==> src/rtl/emc_pkg.sv <==
package emc_pkg;
  typedef enum logic [1:0] {
    TGT_RAM = 2'd0,
    TGT_ROM = 2'd1,
    TGT_EXT = 2'd2
  } tgt_e;
endpackage

==> src/rtl/emc_decode.sv <==
module emc_decode
  import emc_pkg::*;
#(
  parameter int ADDR_W    = 16,
  parameter int RAM_BYTES = 2048
) (
  input  logic              code_i,
  input  logic              we_i,
  input  logic [ADDR_W-1:0] addr_i,
  input  logic              ext_hi_n_i,
  input  logic              ext_lo_n_i,
  output tgt_e              tgt_o
);
  localparam int                HI_BIT    = ADDR_W - 1;
  localparam logic [ADDR_W-1:0] RAM_LIMIT = ADDR_W'(RAM_BYTES);

  logic hi_half, off_chip_code;

  assign hi_half       = addr_i[HI_BIT];
  assign off_chip_code = (hi_half && !ext_hi_n_i) || (!hi_half && !ext_lo_n_i);

  always_comb begin
    if (!code_i)            tgt_o = (addr_i < RAM_LIMIT) ? TGT_RAM : TGT_EXT;
    else if (we_i)          tgt_o = TGT_EXT;  // ROM is not writable
    else if (off_chip_code) tgt_o = TGT_EXT;
    else                    tgt_o = TGT_ROM;
  end
endmodule

==> src/rtl/emc_wait.sv <==
module emc_wait #(
  parameter int          WAIT_W   = 2,
  parameter logic [WAIT_W-1:0] WAIT_RST = WAIT_W'(1)
) (
  input  logic              clk_i,
  input  logic              rst_ni,
  input  logic              cfg_we_i,
  input  logic [WAIT_W-1:0] cfg_wait_i,
  input  logic              req_i,
  input  logic              stretch_i,
  output logic [WAIT_W-1:0] ws_o,
  output logic              ready_o
);
  logic [WAIT_W-1:0] ws_q, cnt_q;

  always_ff @(posedge clk_i or negedge rst_ni) begin
    if (!rst_ni)       ws_q <= WAIT_RST;
    else if (cfg_we_i) ws_q <= cfg_wait_i;
  end

  // >= keeps the cycle bounded if the setting drops mid-access
  assign ready_o = req_i && (!stretch_i || (cnt_q >= ws_q));
  assign ws_o    = ws_q;

  always_ff @(posedge clk_i or negedge rst_ni) begin
    if (!rst_ni)                cnt_q <= '0;
    else if (!req_i || ready_o) cnt_q <= '0;
    else                        cnt_q <= cnt_q + 1'b1;
  end

  AST_RAM_NO_WAIT: assert property (@(posedge clk_i) disable iff (!rst_ni)
    req_i && !stretch_i |-> ready_o);
  AST_CFG_LOAD: assert property (@(posedge clk_i) disable iff (!rst_ni)
    cfg_we_i |=> ws_q == $past(cfg_wait_i));
endmodule

==> src/rtl/emc_bus.sv <==
module emc_bus
  import emc_pkg::*;
#(
  parameter int DATA_W = 8
) (
  input  logic              clk_i,
  input  logic              rst_ni,
  input  logic              req_i,
  input  logic              code_i,
  input  logic              we_i,
  input  tgt_e              tgt_i,
  input  logic [DATA_W-1:0] wdata_i,
  input  logic [DATA_W-1:0] ram_rdata_i,
  input  logic [DATA_W-1:0] rom_rdata_i,
  input  logic [DATA_W-1:0] ext_data_i,
  output logic              ram_req_o,
  output logic              ram_we_o,
  output logic              rom_req_o,
  output logic [DATA_W-1:0] ext_data_o,
  output logic              ext_data_oe_o,
  output logic              code_rd_n_o,
  output logic              data_rd_n_o,
  output logic              code_wr_n_o,
  output logic              data_wr_n_o,
  output logic [DATA_W-1:0] rdata_o
);
  logic ext_act;

  assign ext_act   = req_i && (tgt_i == TGT_EXT);
  assign ram_req_o = req_i && (tgt_i == TGT_RAM);
  assign ram_we_o  = ram_req_o && we_i;
  assign rom_req_o = req_i && (tgt_i == TGT_ROM);

  assign code_rd_n_o = !(ext_act &&  code_i && !we_i);
  assign data_rd_n_o = !(ext_act && !code_i && !we_i);
  assign code_wr_n_o = !(ext_act &&  code_i &&  we_i);
  assign data_wr_n_o = !(ext_act && !code_i &&  we_i);

  assign ext_data_o    = wdata_i;
  assign ext_data_oe_o = ext_act && we_i;

  always_comb begin
    unique case (tgt_i)
      TGT_RAM: rdata_o = ram_rdata_i;
      TGT_ROM: rdata_o = rom_rdata_i;
      default: rdata_o = ext_data_i;
    endcase
  end

  AST_ONE_STROBE: assert property (@(posedge clk_i) disable iff (!rst_ni)
    $countones({code_rd_n_o, data_rd_n_o, code_wr_n_o, data_wr_n_o}) >= 3);
  AST_SINGLE_TARGET: assert property (@(posedge clk_i) disable iff (!rst_ni)
    $onehot0({ram_req_o, rom_req_o, !(code_rd_n_o && data_rd_n_o && code_wr_n_o && data_wr_n_o)}));
endmodule

==> src/rtl/ext_mem_ctrl.sv <==
module ext_mem_ctrl
  import emc_pkg::*;
#(
  parameter int ADDR_W    = 16,
  parameter int DATA_W    = 8,
  parameter int RAM_BYTES = 2048,
  parameter int WAIT_W    = 2
) (
  input  logic              clk_i,
  input  logic              rst_ni,
  input  logic              core_req_i,
  input  logic              core_code_i,
  input  logic              core_we_i,
  input  logic [ADDR_W-1:0] core_addr_i,
  input  logic [DATA_W-1:0] core_wdata_i,
  output logic [DATA_W-1:0] core_rdata_o,
  output logic              core_ready_o,
  input  logic              cfg_we_i,
  input  logic [WAIT_W-1:0] cfg_wait_i,
  input  logic              ext_hi_n_i,
  input  logic              ext_lo_n_i,
  output logic              ram_req_o,
  output logic              ram_we_o,
  output logic [ADDR_W-1:0] ram_addr_o,
  output logic [DATA_W-1:0] ram_wdata_o,
  input  logic [DATA_W-1:0] ram_rdata_i,
  output logic              rom_req_o,
  output logic [ADDR_W-1:0] rom_addr_o,
  input  logic [DATA_W-1:0] rom_rdata_i,
  output logic [ADDR_W-1:0] ext_addr_o,
  output logic [DATA_W-1:0] ext_data_o,
  output logic              ext_data_oe_o,
  input  logic [DATA_W-1:0] ext_data_i,
  output logic              code_rd_n_o,
  output logic              data_rd_n_o,
  output logic              code_wr_n_o,
  output logic              data_wr_n_o
);
  tgt_e              tgt;
  logic [WAIT_W-1:0] ws;
  logic              stretch;

  assign ram_addr_o  = core_addr_i;
  assign ram_wdata_o = core_wdata_i;
  assign rom_addr_o  = core_addr_i;
  assign ext_addr_o  = core_addr_i;
  assign stretch     = (tgt != TGT_RAM);

  emc_decode #(.ADDR_W(ADDR_W), .RAM_BYTES(RAM_BYTES)) u_decode (
    .code_i     (core_code_i),
    .we_i       (core_we_i),
    .addr_i     (core_addr_i),
    .ext_hi_n_i (ext_hi_n_i),
    .ext_lo_n_i (ext_lo_n_i),
    .tgt_o      (tgt)
  );

  emc_wait #(.WAIT_W(WAIT_W)) u_wait (
    .clk_i      (clk_i),
    .rst_ni     (rst_ni),
    .cfg_we_i   (cfg_we_i),
    .cfg_wait_i (cfg_wait_i),
    .req_i      (core_req_i),
    .stretch_i  (stretch),
    .ws_o       (ws),
    .ready_o    (core_ready_o)
  );

  emc_bus #(.DATA_W(DATA_W)) u_bus (
    .clk_i         (clk_i),
    .rst_ni        (rst_ni),
    .req_i         (core_req_i),
    .code_i        (core_code_i),
    .we_i          (core_we_i),
    .tgt_i         (tgt),
    .wdata_i       (core_wdata_i),
    .ram_rdata_i   (ram_rdata_i),
    .rom_rdata_i   (rom_rdata_i),
    .ext_data_i    (ext_data_i),
    .ram_req_o     (ram_req_o),
    .ram_we_o      (ram_we_o),
    .rom_req_o     (rom_req_o),
    .ext_data_o    (ext_data_o),
    .ext_data_oe_o (ext_data_oe_o),
    .code_rd_n_o   (code_rd_n_o),
    .data_rd_n_o   (data_rd_n_o),
    .code_wr_n_o   (code_wr_n_o),
    .data_wr_n_o   (data_wr_n_o),
    .rdata_o       (core_rdata_o)
  );

  AST_OE_WITH_WRITE: assert property (@(posedge clk_i) disable iff (!rst_ni)
    ext_data_oe_o |-> (!code_wr_n_o || !data_wr_n_o));
  AST_INTERNAL_QUIET: assert property (@(posedge clk_i) disable iff (!rst_ni)
    (ram_req_o || rom_req_o) |-> (code_rd_n_o && data_rd_n_o && code_wr_n_o && data_wr_n_o && !ext_data_oe_o));
  AST_FIRST_CLK_WAIT: assert property (@(posedge clk_i) disable iff (!rst_ni)
    $rose(core_req_i) && !ram_req_o && (ws != '0) |-> !core_ready_o);
  AST_CODE_WR_EXT: assert property (@(posedge clk_i) disable iff (!rst_ni)
    core_req_i && core_code_i && core_we_i |-> !code_wr_n_o);
endmodule

==> config.mk <==
export PLATFORM = sky130hd
export DESIGN_NAME = ext_mem_ctrl
export DESIGN_NICKNAME = d
export VERILOG_FILES = /design/src/rtl/emc_pkg.sv /design/src/rtl/emc_decode.sv /design/src/rtl/emc_wait.sv /design/src/rtl/emc_bus.sv /design/src/rtl/ext_mem_ctrl.sv
export SDC_FILE = /design/constraint.sdc
export NUM_CORES = 1
export LEC_CHECK = 0
export BUFFER_PORTS_ARGS = -buffer_cell sky130_fd_sc_hd__buf_2
export CORE_ASPECT_RATIO = 1.25
export CORE_MARGIN = 10
export CORE_UTILIZATION = 27
export CTS_BUF_LIST = sky130_fd_sc_hd__clkbuf_4 sky130_fd_sc_hd__clkbuf_8 sky130_fd_sc_hd__clkbuf_16
export DETAILED_ROUTE_END_ITERATION = 8
export HOLD_SLACK_MARGIN = 0.15
export PLACE_DENSITY = 0.77
export SETUP_SLACK_MARGIN = 0.4
export SYNTH_ARGS = -nofsm -noshare
export SYNTH_HDL_FRONTEND = slang
export SYNTH_SLANG_ARGS = --single-unit
==> constraint.sdc <==
create_clock -name clk_i -period 1.6 [get_ports clk_i]
set_input_delay 0.32 -clock clk_i [delete_from_list [all_inputs] [get_ports clk_i]]
set_output_delay 0.32 -clock clk_i [all_outputs]
set_load 0.02 [all_outputs]
Word-level counts from Yosys, hierarchy flattened
Cells that the tools add are included.

Bits of input ports: 58. Memories: 0. Output and inout bits: 81. ROM bits: 0. Register bits after elaboration: 4. RAM bits: 0. Latch bits: 0. Logic and storage cells: 43.

Order comparisons: 2. Divide/modulo/power cells: 0. Eq/ne operators: 2. Mux-type cells: 6. Shift operators: 0. Add/subtract/negate cells: 1. Multiply operators: 0. Bitwise logic cells: 0. Reduce and logical (&&, ||, !) cells: 30.

Operators with widths (number): less-than comparator 16 x 12 -> 1 bit (second input constant) (1); one-hot mux 8 bit (2 select lines) (1); logical AND 1 bit (14); logical NOT 1 bit (11); two-way mux 2 bit (5); logical OR 1 bit (3); adder 2 x 1 -> 2 bit (second input constant) (1); equality test 2 x 1 -> 1 bit (second input constant) (1); equality test 2 bit (second input constant) (1); >= comparator 2 bit (1); logical NOT 2 bit (1); nonzero test 2 bit (1).

Longest topological paths before layout
Gate-level depths: netlist of the first run.

Word-level depth: 12. Depth in mapped cells: 5. Depth with buffers taken out: 5.

Hierarchy
Synthesis of the first run repeated with hierarchy kept, for this count alone.

Cells, all modules: 125. Area total of the unflattened synthesis: 992.2 um^2.

Modules (own cells, without submodules): ext_mem_ctrl (area an instance 426.7 um^2, sequential area each 0.0 um^2, cells each 57, times used 1); emc_bus (area an instance 316.6 um^2, sequential area each 0.0 um^2, cells each 44, times used 1); emc_wait (area an instance 210.2 um^2, sequential area each 101.3 um^2, cells each 18, times used 1); emc_decode (area an instance 38.8 um^2, sequential area each 0.0 um^2, cells each 6, times used 1).

Least setup slack after synthesis of the first run
OpenSTA, ideal clock, no wires.

Kind: input to output. Start: input core_addr_i[13]. End: output ram_we_o. Cell stages on the path: 3. Buffers on the path: 0. Required time: 1280 ps. Path slack: -171 ps. Arrival: 1451 ps. Cell sequence: or4_4 -> nor3_4 -> and3_1.

Cells in the longest elaborated chain, start to end: 6.

RTL lines: start: declaration (line ext_mem_ctrl.sv:14) `input logic [ADDR_W-1:0] core_addr_i,`; less-than comparator 16 x 12 -> 1 bit (line emc_decode.sv:23) `if (!code_i) tgt_o = (addr_i < RAM_LIMIT) ? TGT_RAM : TGT_EXT;`; two-way mux 2 bit (2 in series) (line emc_decode.sv:23); logical NOT 2 bit (line emc_bus.sv:30) `assign ram_req_o = req_i && (tgt_i == TGT_RAM);`; logical AND 1 bit (line emc_bus.sv:30); logical AND 1 bit (line emc_bus.sv:31) `assign ram_we_o = ram_req_o && we_i;`; end: declaration (line ext_mem_ctrl.sv:23) `output logic ram_we_o,`.

No other way between the ends.

Worst setup path in the final report of the first run
Start: input core_addr_i[15]. End: output core_rdata_o[4].

Cells in the longest elaborated chain, start to end: 8. Elaborated cells on any way between the ends: 12. Classes of those cells: order compare: 1; eq/ne: 1; mux: 5; reduce/logical: 5.

RTL lines: parallel branches: the longest is 5 deep, another holds less-than comparator 16 x 12 -> 1 bit; two-way mux 2 bit (*) (line emc_decode.sv:23); equality test 2 x 1 -> 1 bit or logical NOT 2 bit (tied branches) (line emc_bus.sv:43) `unique case (tgt_i)`; one-hot mux 8 bit (2 select lines) (*) (line emc_bus.sv:43); end: declaration (line ext_mem_ctrl.sv:16) `output logic [DATA_W-1:0] core_rdata_o,`.

Every way passes the cells marked *.

==> summary.txt, run 1 <==
Status
  – Run status: finished, violations left
  – Failing checks: setup timing

Worst hold path
  – Hold WC Path Type: in2reg

Detailed routing
  – First drt pass iteration count: 2
  – 1st-iter DRT viols: 12
  – Wire per inst: 16.3 microns
  – Residual DRC: 0
  – Routed vias/inst: 4.51
  – Vias: 874
  – Antenna Nets Post-Route: 0
  – Final WL: 3160 microns

Logic synthesis
  – Netlist cell types: 27
  – Flop and latch count out of synthesis: 4
  – Synthesized net count: 177
  – Post-Syn Instances: 117
  – Mapped Avg Cell Area: 8.23 sq um
  – Synth Cell Area: 963 sq um
  – Ys flop type: dfrtp_1
  – Top-area cell type share of the netlist area: 49.9%
  – Most common library cells after synthesis: 64 x buf_4, 11 x and3_1, 8 x a221o_2
  – Post-synth EDFFs: 0
  – Total number of yosys warnings: 0
  – Top cells by area, synth: buf_4 50%, a221o_2 9.4%, dfrtp_1 7.8%
  – Asr flop ratio synth: 100%
  – Sequential area share after synthesis: 10.5%
  – Largest area contributor in the netlist: buf_4
  – Cell with the most instances after synthesis: buf_4

Clock tree
  – CTS tree: done
  – Clk root buf: clkbuf_8
  – H-tree depth: 1
  – Clock Path Buffers: 2
  – Worst-path clk slew: 0.04 ns
  – Clock Sinks: 4
  – Worst-Skew Late Latency: 0.22 ns
  – Inserted Clock Buffers: 3

STA
  – Crit share post-route: 122%
  – Max_slew headroom: 79.1%
  – Final worst-path setup slack: -0.351 ns
  – Layout Skew: 0.00234 ns
  – RSZ-0062 raised after global routing: yes
  – Min Tclk post-route: 1.95 ns
  – Endpoints failing setup: 15
  – Worst Tran Pin Value: 0.311 ns
  – Fmax: 513 MHz
  – Min Hold Slack: 0.320 ns
  – Slew Viols, Final: 0
  – Final Hold Fails: 0

Placement
  – Setup slack at placement: -0.509 ns
  – Placed cell count: 179
  – Final GP Congestion: 0.673
  – Placed Area: 1050 sq um
  – Port bufs: 70
  – Post-DP HPWL: 2530 microns

Setup path
  – Crit path arrival time: 1.63 ns
  – CP required: 1.28 ns
  – CP Class: in2out
  – CP max FO: 7
  – Crit. End Element: output port
  – CP Launch Type: input pin

Floorplanning
  – Die ar.: 6370 sq um
  – Core area: 3450 sq um
  – I/O Pins: 139
  – Die width: 73.4 microns
  – Row cnt: 24
  – Die Y: 86.8 microns
  – Initial Util: 27.9%

Final layout
  – Fraction of layout cells with a size suffix above 1: 85.2%
  – Antenna diode count: 0
  – Post-route cell area: 1420 sq um
  – Layout Nets: 216
  – Final std cells w/o fill: 194
  – Synth-to-layout area growth: 47.1%

GRT
  – Largest net degree at the start of global routing: 12
  – Vias in the first global route: 1036
  – First-pass GRT wire length: 5020 microns
  – Congestion Overflow GR: 0
  – Initial antenna violation count: 0
  – Global Route Usage Sum: 9.57%

Power
  – Maximum vdd drop: 0.415 mV
  – Leakage: 0.000744 uW
  – P per Cell Area: 622 nW/um^2

Run
  – MaxCap Viol Count: 0
report_power, final:
part           leakage [uW]  switching (uW)  internal [uW]  total (uW)
combinational      0.000668             224            286         510
clock             0.0000262            59.4            188         247
sequential        0.0000495            7.80            117         125
final cells by class:
type                       instances  area (sq um)
fill                             356          2040
timing repair buffer             100           746
multi-input combinational         44           462
sequential                         4           101
clock buffer                       4          48.8
tap                               39          48.8
inverter                           3          11.3
routing by layer:
layer | track usage [%] | share of wire (%) | wire length, microns | vias up
met5 | 0 | 0 | 0 | -
met1 | 9.41 | 35 | 1100 | 386
li1 | - | - | - | 415
met2 | 16.1 | 50 | 1560 | 59
met4 | 4.24 | 2.3 | 74 | 0
met3 | 5.26 | 13 | 422 | 14
logic make-up after synthesis:
group           after synthesis  synth area share, %
compound gates               13                 14.4
xor+xnor                      1                0.909
fa+ha+maj                     2                 2.60
buf+inv                      69                 51.8
flops                         4                 10.5
mux                           2                 2.34
simple gates                 26                 17.4
what timing repair did:
item | in CTS | in global routing
hold endpoints to repair | 4 | 0
gates resized for setup | 57 | 5
cloned | 1 | 0
setup endpoints to repair | 18 | 21
pin swaps | 11 | 11
setup buffers | 3 | 6
hold buffers | 1 | 0
layout by cell type, fill, tap and decap left out, types with 2 or more instances in the layout:
cell type   n
and3_1      7
or3_4       2
nor3_4      3
inv_1       3
a221o_2     8
clkbuf_8    3
dfrtp_1     3
buf_4      22
and3_4      3
buf_6      28
buf_2      48
flip-flops by register name, indices dropped and copies added (netlist names):
signal        count
u_wait.cnt_q      2
u_wait.ws_o       2
critical path: stages:
cell	delay, ns
buf_8	0.09
buf_4	0.13
mux2_4	0.32
buf_4	0.14
a22oi_2	0.17
buf_4	0.18
a221o_2	0.16
buf_6	0.11
metrics by stage:
stage | total power (uW) | util (%) | TNS, ns
global placement | 460 | 30.4 | -5.62
detailed placement | 466 | 30.4 | -5.72
global route | 941 | 41.1 | -4.85
CTS | 840 | 39.1 | -4.55
finish | 881 | 41.1 | -4.18
floorplan | 499 | - | -1.52
worst paths after layout:
path	from	endpoint	slack [ns]	cells after the start
min	cfg_wait_i[1]	u_wait.ws_o[1]$_DFFE_PN0P_	0.32	3
max	core_addr_i[15]	core_rdata_o[4]	-0.35	8
min in group asynchronous	rst_ni	u_wait.ws_o[1]$_DFFE_PN0P_	0.44	2
max reg2reg	u_wait.ws_o[0]$_DFFE_PN1P_	u_wait.cnt_q[0]$_DFF_PN0_	0.05	7
max in group asynchronous	rst_ni	u_wait.ws_o[0]$_DFFE_PN1P_	0.95	2
min reg2reg	u_wait.cnt_q[0]$_DFF_PN0_	u_wait.cnt_q[0]$_DFF_PN0_	0.54	2
Power figures use the tool's default switching activity.
==> run 2: changes to the inputs <==
- ABC_AREA: unset -> 1
- CORE_UTILIZATION: 27 -> 29
- SETUP_SLACK_MARGIN: 0.4 -> 0.5
==> summary.txt, run 2 <==
Status
  – Run status: finished, violations left
  – Failing checks: setup timing

Setup path
  – Worst R2R Path Depth: 5
  – Crit path arrival time: 1.36 ns
  – R2r endpoint: u_wait.cnt_q[0]$_DFF_PN0_
  – Reg2reg setup slack: 0.23 ns
  – CP required: 1.28 ns
  – Reg2reg start: u_wait.ws_o[0]$_DFFE_PN1P_
  – CP max FO: 2
  – CP Launch Type: register
  – CP Class: reg2out
  – Crit. End Element: output port

GRT
  – First-pass GRT wire length: 5490 microns
  – Largest net degree at the start of global routing: 9
  – Initial antenna violation count: 1
  – Vias in the first global route: 1127
  – Global Route Usage Sum: 10.6%
  – Congestion Overflow GR: 0

Clock tree
  – Worst-path clk slew: 0.03 ns
  – H-tree depth: 1
  – Clk root buf: clkbuf_8
  – CTS tree: done
  – Inserted Clock Buffers: 3
  – Worst-Skew Late Latency: 0.22 ns
  – Clock Path Buffers: 2
  – Clock Sinks: 4

Logic synthesis
  – Asr flop ratio synth: 100%
  – Flop and latch count out of synthesis: 4
  – Mapped Avg Cell Area: 7.84 sq um
  – XOR/XNOR Fraction of Synth Area: 0.804%
  – Post-Syn Instances: 139
  – Largest area contributor in the netlist: buf_4
  – Post-synth EDFFs: 0
  – Synth Cell Area: 1090 sq um
  – Ys flop type: dfrtp_1
  – Simple-Gate Fraction of Synth Area: 36.6%
  – Top cells by area, synth: buf_4 44%, nand3_1 9.2%, dfrtp_1 6.9%
  – Cell with the most instances after synthesis: buf_4
  – Top-area cell type share of the netlist area: 44.1%
  – Total number of yosys warnings: 0
  – Mux cell area share after synthesis: 1.03%
  – Synthesized net count: 199
  – Area fraction in compound gates after synthesis: 2.07%
  – Most common library cells after synthesis: 64 x buf_4, 20 x nand3_1, 9 x nand4_1
  – Largest family of logic cells by synthesized area: buffers and inverters
  – Sequential area share after synthesis: 9.30%
  – Netlist cell types: 24
  – Post-synthesis adder-cell area fraction: 2.30%

Final layout
  – Fin util: 50.6%
  – Most common cell after layout, fill and taps aside: buf_2
  – Post-route cell area: 1790 sq um
  – Commonest non-fill, non-tap cells in the layout: 46 x buf_2, 25 x buf_6, 17 x nand3_4, 15 x buf_4, 9 x nand4_1
  – Synth-to-layout area growth: 64.6%
  – Layout Nets: 233
  – Fraction of layout cells with a size suffix above 1: 81.4%

STA
  – Layout Skew: 0.0102 ns
  – Final Hold Fails: 0
  – Worst Tran Pin Value: 0.207 ns
  – Min Hold Slack: 0.329 ns
  – Final worst-path setup slack: -0.0823 ns
  – Max_slew headroom: 86.2%
  – Fmax: 594 MHz
  – RSZ-0062 raised after global routing: yes
  – Min Tclk post-route: 1.68 ns
  – Endpoints failing setup: 1
  – Slew Viols, Final: 0
  – Crit share post-route: 105%

Detailed routing
  – First drt pass iteration count: 2
  – Final WL: 3660 microns
  – Routed vias/inst: 4.64
  – Vias: 984
  – Antenna Nets Post-Route: 0
  – 1st-iter DRT viols: 33
  – Wire per inst: 17.2 microns
  – Residual DRC: 0

Floorplanning
  – Initial Util: 30.8%
  – Core area: 3540 sq um
  – Die Y: 88.5 microns
  – Die ar.: 6630 sq um
  – I/O Pins: 139
  – Die width: 74.8 microns
  – Row cnt: 24

Worst hold path
  – Hold path startpoint: cfg_wait_i[1]
  – Cells on Worst Hold Path: 3
  – Hold EP: u_wait.ws_o[1]$_DFFE_PN0P_
  – Hold WC Path Type: in2reg

Placement
  – Post-DP HPWL: 2870 microns
  – Final GP Congestion: 0.737
  – Port bufs: 70
  – Placed Area: 1370 sq um

Power
  – Maximum vdd drop: 0.360 mV
  – P per Cell Area: 515 nW/um^2
  – Total power: 925 uW
  – Leakage: 0.000829 uW

Run
  – MaxCap Viol Count: 0
## run 2: cell count changes after synthesis, moves of 2 or more
cell      before  now
nand4_1        0    9
or3_1          2    0
nand3_1        1   20
and3_1        11    0
a221o_2        8    0
nand3_2        0    7
inv_1          3    7
clkbuf_1       2    0
nand2_4        0    2
nor2_1         2    4
nand2_1        1    3
nor2_4         0    4
## run 2: worst max-delay path, stage by stage, from the launching register on
cell and delay [ns]:
dfstp_2 0.54, ha_4 0.20, o21ai_4 0.17, a31oi_4 0.10, buf_6 0.14
## run 2: layer usage
layer,global-route usage [%],wire length (microns),vias up,share of wire (%)
li1,-,-,469,-
met3,2.35,338,27,9.2
met2,19.1,2010,45,55
met1,9.75,1100,443,30
met4,8.97,210,0,5.7
met5,0,0,-,0
## run 2: kinds of logic after synthesis
group | after synthesis
AO/OA/AOI/OAI | 3
flip-flops | 4
adder cells (fa/ha/maj) | 2
XOR/XNOR | 1
multiplexers | 1
buffers and inverters | 73
AND/OR/NAND/NOR | 55
## run 2: worst max path at each step
| stage | from | to | slack (ns) | cells past startpoint |
|---|---|---|---|---|
| final | u_wait.ws_o[0]$_DFFE_PN1P_ | core_ready_o | -0.08 | 4 |
| after detailed placement | core_addr_i[15] | data_rd_n_o | -0.04 | 9 |
| after global placement | core_addr_i[15] | data_rd_n_o | -0.02 | 9 |
| after floorplan | core_addr_i[15] | ram_we_o | 0.27 | 4 |
| after CTS | u_wait.ws_o[0]$_DFFE_PN1P_ | core_ready_o | -0.07 | 4 |
| after global routing | u_wait.ws_o[0]$_DFFE_PN1P_ | core_ready_o | -0.12 | 4 |
## run 2: power by group
group          switching, uW  internal (uW)
clock network           58.5            187
registers               8.13            117
logic                    277            276
total                    344            581
## run 2: timing repair
item,CTS,global route
gates cloned,1,0
endpoints found under the setup margin,22,19
hold buffers,1,0
endpoints found under the hold margin,4,0
setup buffers,5,3
gates resized for setup,70,2
pin swaps,20,6
## run 2: final cells by class
| class | instances | area (sq um) |
|---|---|---|
| Antenna cell | 1 | 2.50 |
| Fill cell | 327 | 1750 |
| Inverter | 8 | 53.8 |
| Tap cell | 39 | 48.8 |
| Multi-Input combinational cell | 62 | 762 |
| Timing Repair Buffer | 94 | 777 |
| Sequential cell | 4 | 101 |
| Clock buffer | 4 | 48.8 |
## run 2: metrics by stage
step	setup slack (ns)	setup TNS [ns]	std cells
floorplan	0.268	0	139
global placement	-0.0245	-0.0889	197
detailed placement	-0.0435	-0.165	197
CTS	-0.0702	-0.0702	208
global route	-0.120	-0.120	212
finish	-0.0823	-0.0823	212
==> run 3: changes to the inputs <==
- CORE_UTILIZATION: 29 -> 31
- PLACE_DENSITY: 0.77 -> 0.81
- SYNTH_HIERARCHICAL: unset -> 1
- clock period: 1.6 -> 1.55 ns (I/O delays scaled with it)
==> summary.txt, run 3 <==
STA
  – Slew Viols, Final: 0
  – RSZ-0062 raised after global routing: yes
  – Layout Skew: 0.00409 ns
  – Crit share post-route: 104%
  – Max_slew headroom: 80.9%
  – Final worst-path setup slack: -0.0625 ns
  – Final Hold Fails: 0
  – Final setup TNS: -0.458 ns
  – Min Hold Slack: 0.314 ns
  – Fmax: 620 MHz
  – Endpoints failing setup: 10
  – Worst Tran Pin Value: 0.286 ns
  – Min Tclk post-route: 1.61 ns

Floorplanning
  – I/O Pins: 139
  – Core area: 3190 sq um
  – Die Y: 84.4 microns
  – Initial Util: 32.2%
  – Die ar.: 6040 sq um
  – Row cnt: 23
  – Die width: 71.5 microns

GRT
  – Global Route Usage Sum: 9.67%
  – First-pass GRT wire length: 4980 microns
  – Congestion Overflow GR: 0
  – Vias in the first global route: 1130
  – Largest net degree at the start of global routing: 9
  – Initial antenna violation count: 0

Final layout
  – Layout Nets: 240
  – Post-route cell area: 1550 sq um
  – Antenna diode count: 0
  – Commonest non-fill, non-tap cells in the layout: 48 x buf_2, 22 x buf_6, 21 x nand3_2, 12 x buf_4, 11 x nand2_2
  – Synth-to-layout area growth: 50.9%
  – Fraction of layout cells with a size suffix above 1: 84.9%
  – Most common cell after layout, fill and taps aside: buf_2

Placement
  – Port bufs: 70
  – Setup slack at placement: -0.127 ns
  – Final GP Congestion: 0.692
  – Post-DP HPWL: 2370 microns
  – Placed Area: 1140 sq um

Logic synthesis
  – Asr flop ratio synth: 100%
  – Mapped Avg Cell Area: 6.68 sq um
  – Cell with the most instances after synthesis: buf_4
  – Ys flop type: dfrtp_1
  – Total number of yosys warnings: 6
  – Post-synth EDFFs: 0
  – Netlist cell types: 20
  – Synth Cell Area: 1030 sq um
  – Flop and latch count out of synthesis: 4
  – Synthesized net count: 214
  – Most common library cells after synthesis: 64 x buf_4, 24 x nand2_1, 22 x nand3_1
  – Top-area cell type share of the netlist area: 46.7%
  – Post-Syn Instances: 154
  – Sequential area share after synthesis: 9.85%
  – Top cells by area, synth: buf_4 47%, nand3_1 11%, nand2_1 8.8%
  – Largest area contributor in the netlist: buf_4

Detailed routing
  – Final WL: 3160 microns
  – Wire per inst: 14.6 microns
  – Antenna Nets Post-Route: 0
  – Vias: 951
  – Residual DRC: 0
  – Routed vias/inst: 4.40
  – 1st-iter DRT viols: 28
  – First drt pass iteration count: 2

Status
  – Failing checks: setup timing
  – Run status: finished, violations left

Power
  – Internal power: 552 uW
  – Maximum vdd drop: 0.489 mV
  – Leakage: 0.000799 uW
  – P per Cell Area: 559 nW/um^2
  – Logic pwr share: 57.2%
  – Clk pwr share: 28.1%
  – Sw Pwr: 316 uW
  – Switching Share: 36.4%
  – Reg power frac: 14.7%

Setup path
  – CP Launch Type: input pin
  – Crit path arrival time: 1.30 ns
  – Crit. End Element: output port
  – CP max FO: 8
  – CP required: 1.24 ns
  – CP Class: in2out

Clock tree
  – Clk root buf: clkbuf_8
  – Clock Path Buffers: 2
  – H-tree depth: 1
  – Worst-Skew Late Latency: 0.22 ns
  – Worst-path clk slew: 0.03 ns
  – Clock Sinks: 4
  – Inserted Clock Buffers: 3
  – CTS tree: done

Run
  – MaxCap Viol Count: 0

Worst hold path
  – Hold WC Path Type: in2reg
-- run 3: changes by cell type in the layout (fill, tap and decap cells not counted), sizes merged, moves of 5 or more --
cell,before,now
nand2,7,25
inv,7,16
nand4,9,0
buf,93,86
nand3,28,23
-- run 3: what timing repair did --
| action | 4_1_cts | 5_1_grt |
|---|---|---|
| endpoints found under the hold margin | 4 | 0 |
| pin swaps | 20 | 12 |
| resized for setup | 75 | 15 |
| gates cloned | 1 | 0 |
| endpoints found under the setup margin | 19 | 19 |
| buffers inserted | 2 | 2 |
| hold buffers | 1 | 0 |
-- run 3: final timing paths --
path,start,endpoint,slack (ns),depth (start not counted)
hold / removal,cfg_wait_i[1],u_wait/ws_o[1]$_DFFE_PN0P_,0.31,3
max in group asynchronous,rst_ni,u_wait/ws_o[0]$_DFFE_PN1P_,0.91,2
setup / recovery,core_code_i,core_rdata_o[5],-0.06,10
min in group asynchronous,rst_ni,u_wait/cnt_q[1]$_DFF_PN0_,0.43,2
setup reg to reg,u_wait/ws_o[0]$_DFFE_PN1P_,u_wait/cnt_q[0]$_DFF_PN0_,0.30,7
hold reg to reg,u_wait/ws_o[1]$_DFFE_PN0P_,u_wait/ws_o[1]$_DFFE_PN0P_,0.55,2
-- run 3: logic make-up after synthesis --
group | Yosys count | synth area share [%]
compound gates | 2 | 1.22
xor+xnor | 1 | 0.852
fa+ha+maj | 2 | 2.43
buf+inv | 83 | 55.1
flops | 4 | 9.85
mux | 1 | 1.46
simple gates | 61 | 29.1
-- run 3: area by class of cell --
| class | count | area [sq um] |
|---|---|---|
| timing repair buffer | 87 | 658 |
| multi-input combinational | 67 | 593 |
| fill | 297 | 1640 |
| tap | 37 | 46.3 |
| clock buffer | 4 | 48.8 |
| inverter | 17 | 104 |
| sequential | 4 | 101 |
-- run 3: metrics by stage --
| stage | total power [uW] | utilization, % | instances |
|---|---|---|---|
| final | 868 | 48.6 | 216 |
| after CTS | 844 | 46.3 | 214 |
| after floorplan | 544 | - | 154 |
| after global routing | 931 | 48.6 | 216 |
| after global placement | 478 | 35.8 | 206 |
| after detailed placement | 485 | 35.8 | 206 |
-- run 3: power by group through the flow --
stage / Combinational, uW / Clock (uW) / Sequential [uW]
floorplan: 418 / 0 / 126
global placement: 351 / 0 / 127
detailed placement: 357 / 0 / 128
CTS: 467 / 250 / 127
global route: 539 / 263 / 130
finish: 496 / 244 / 128
-- run 3: critical path, cell delays in order --
cell and delay [ns]:
buf_8 0.11, nor2_2 0.11, nand3_2 0.11, nand2_4 0.11, inv_8 0.05, nor2_4 0.11
buf_8 0.14, nand2_2 0.06, nand3_2 0.07, buf_6 0.12
-- run 3: routing by layer --
metal | part of all wire, % | global-route usage [%]
met5 | 0 | 0
met4 | 4.8 | 7.05
met3 | 12 | 3.53
met2 | 55 | 17.8
met1 | 28 | 8.09
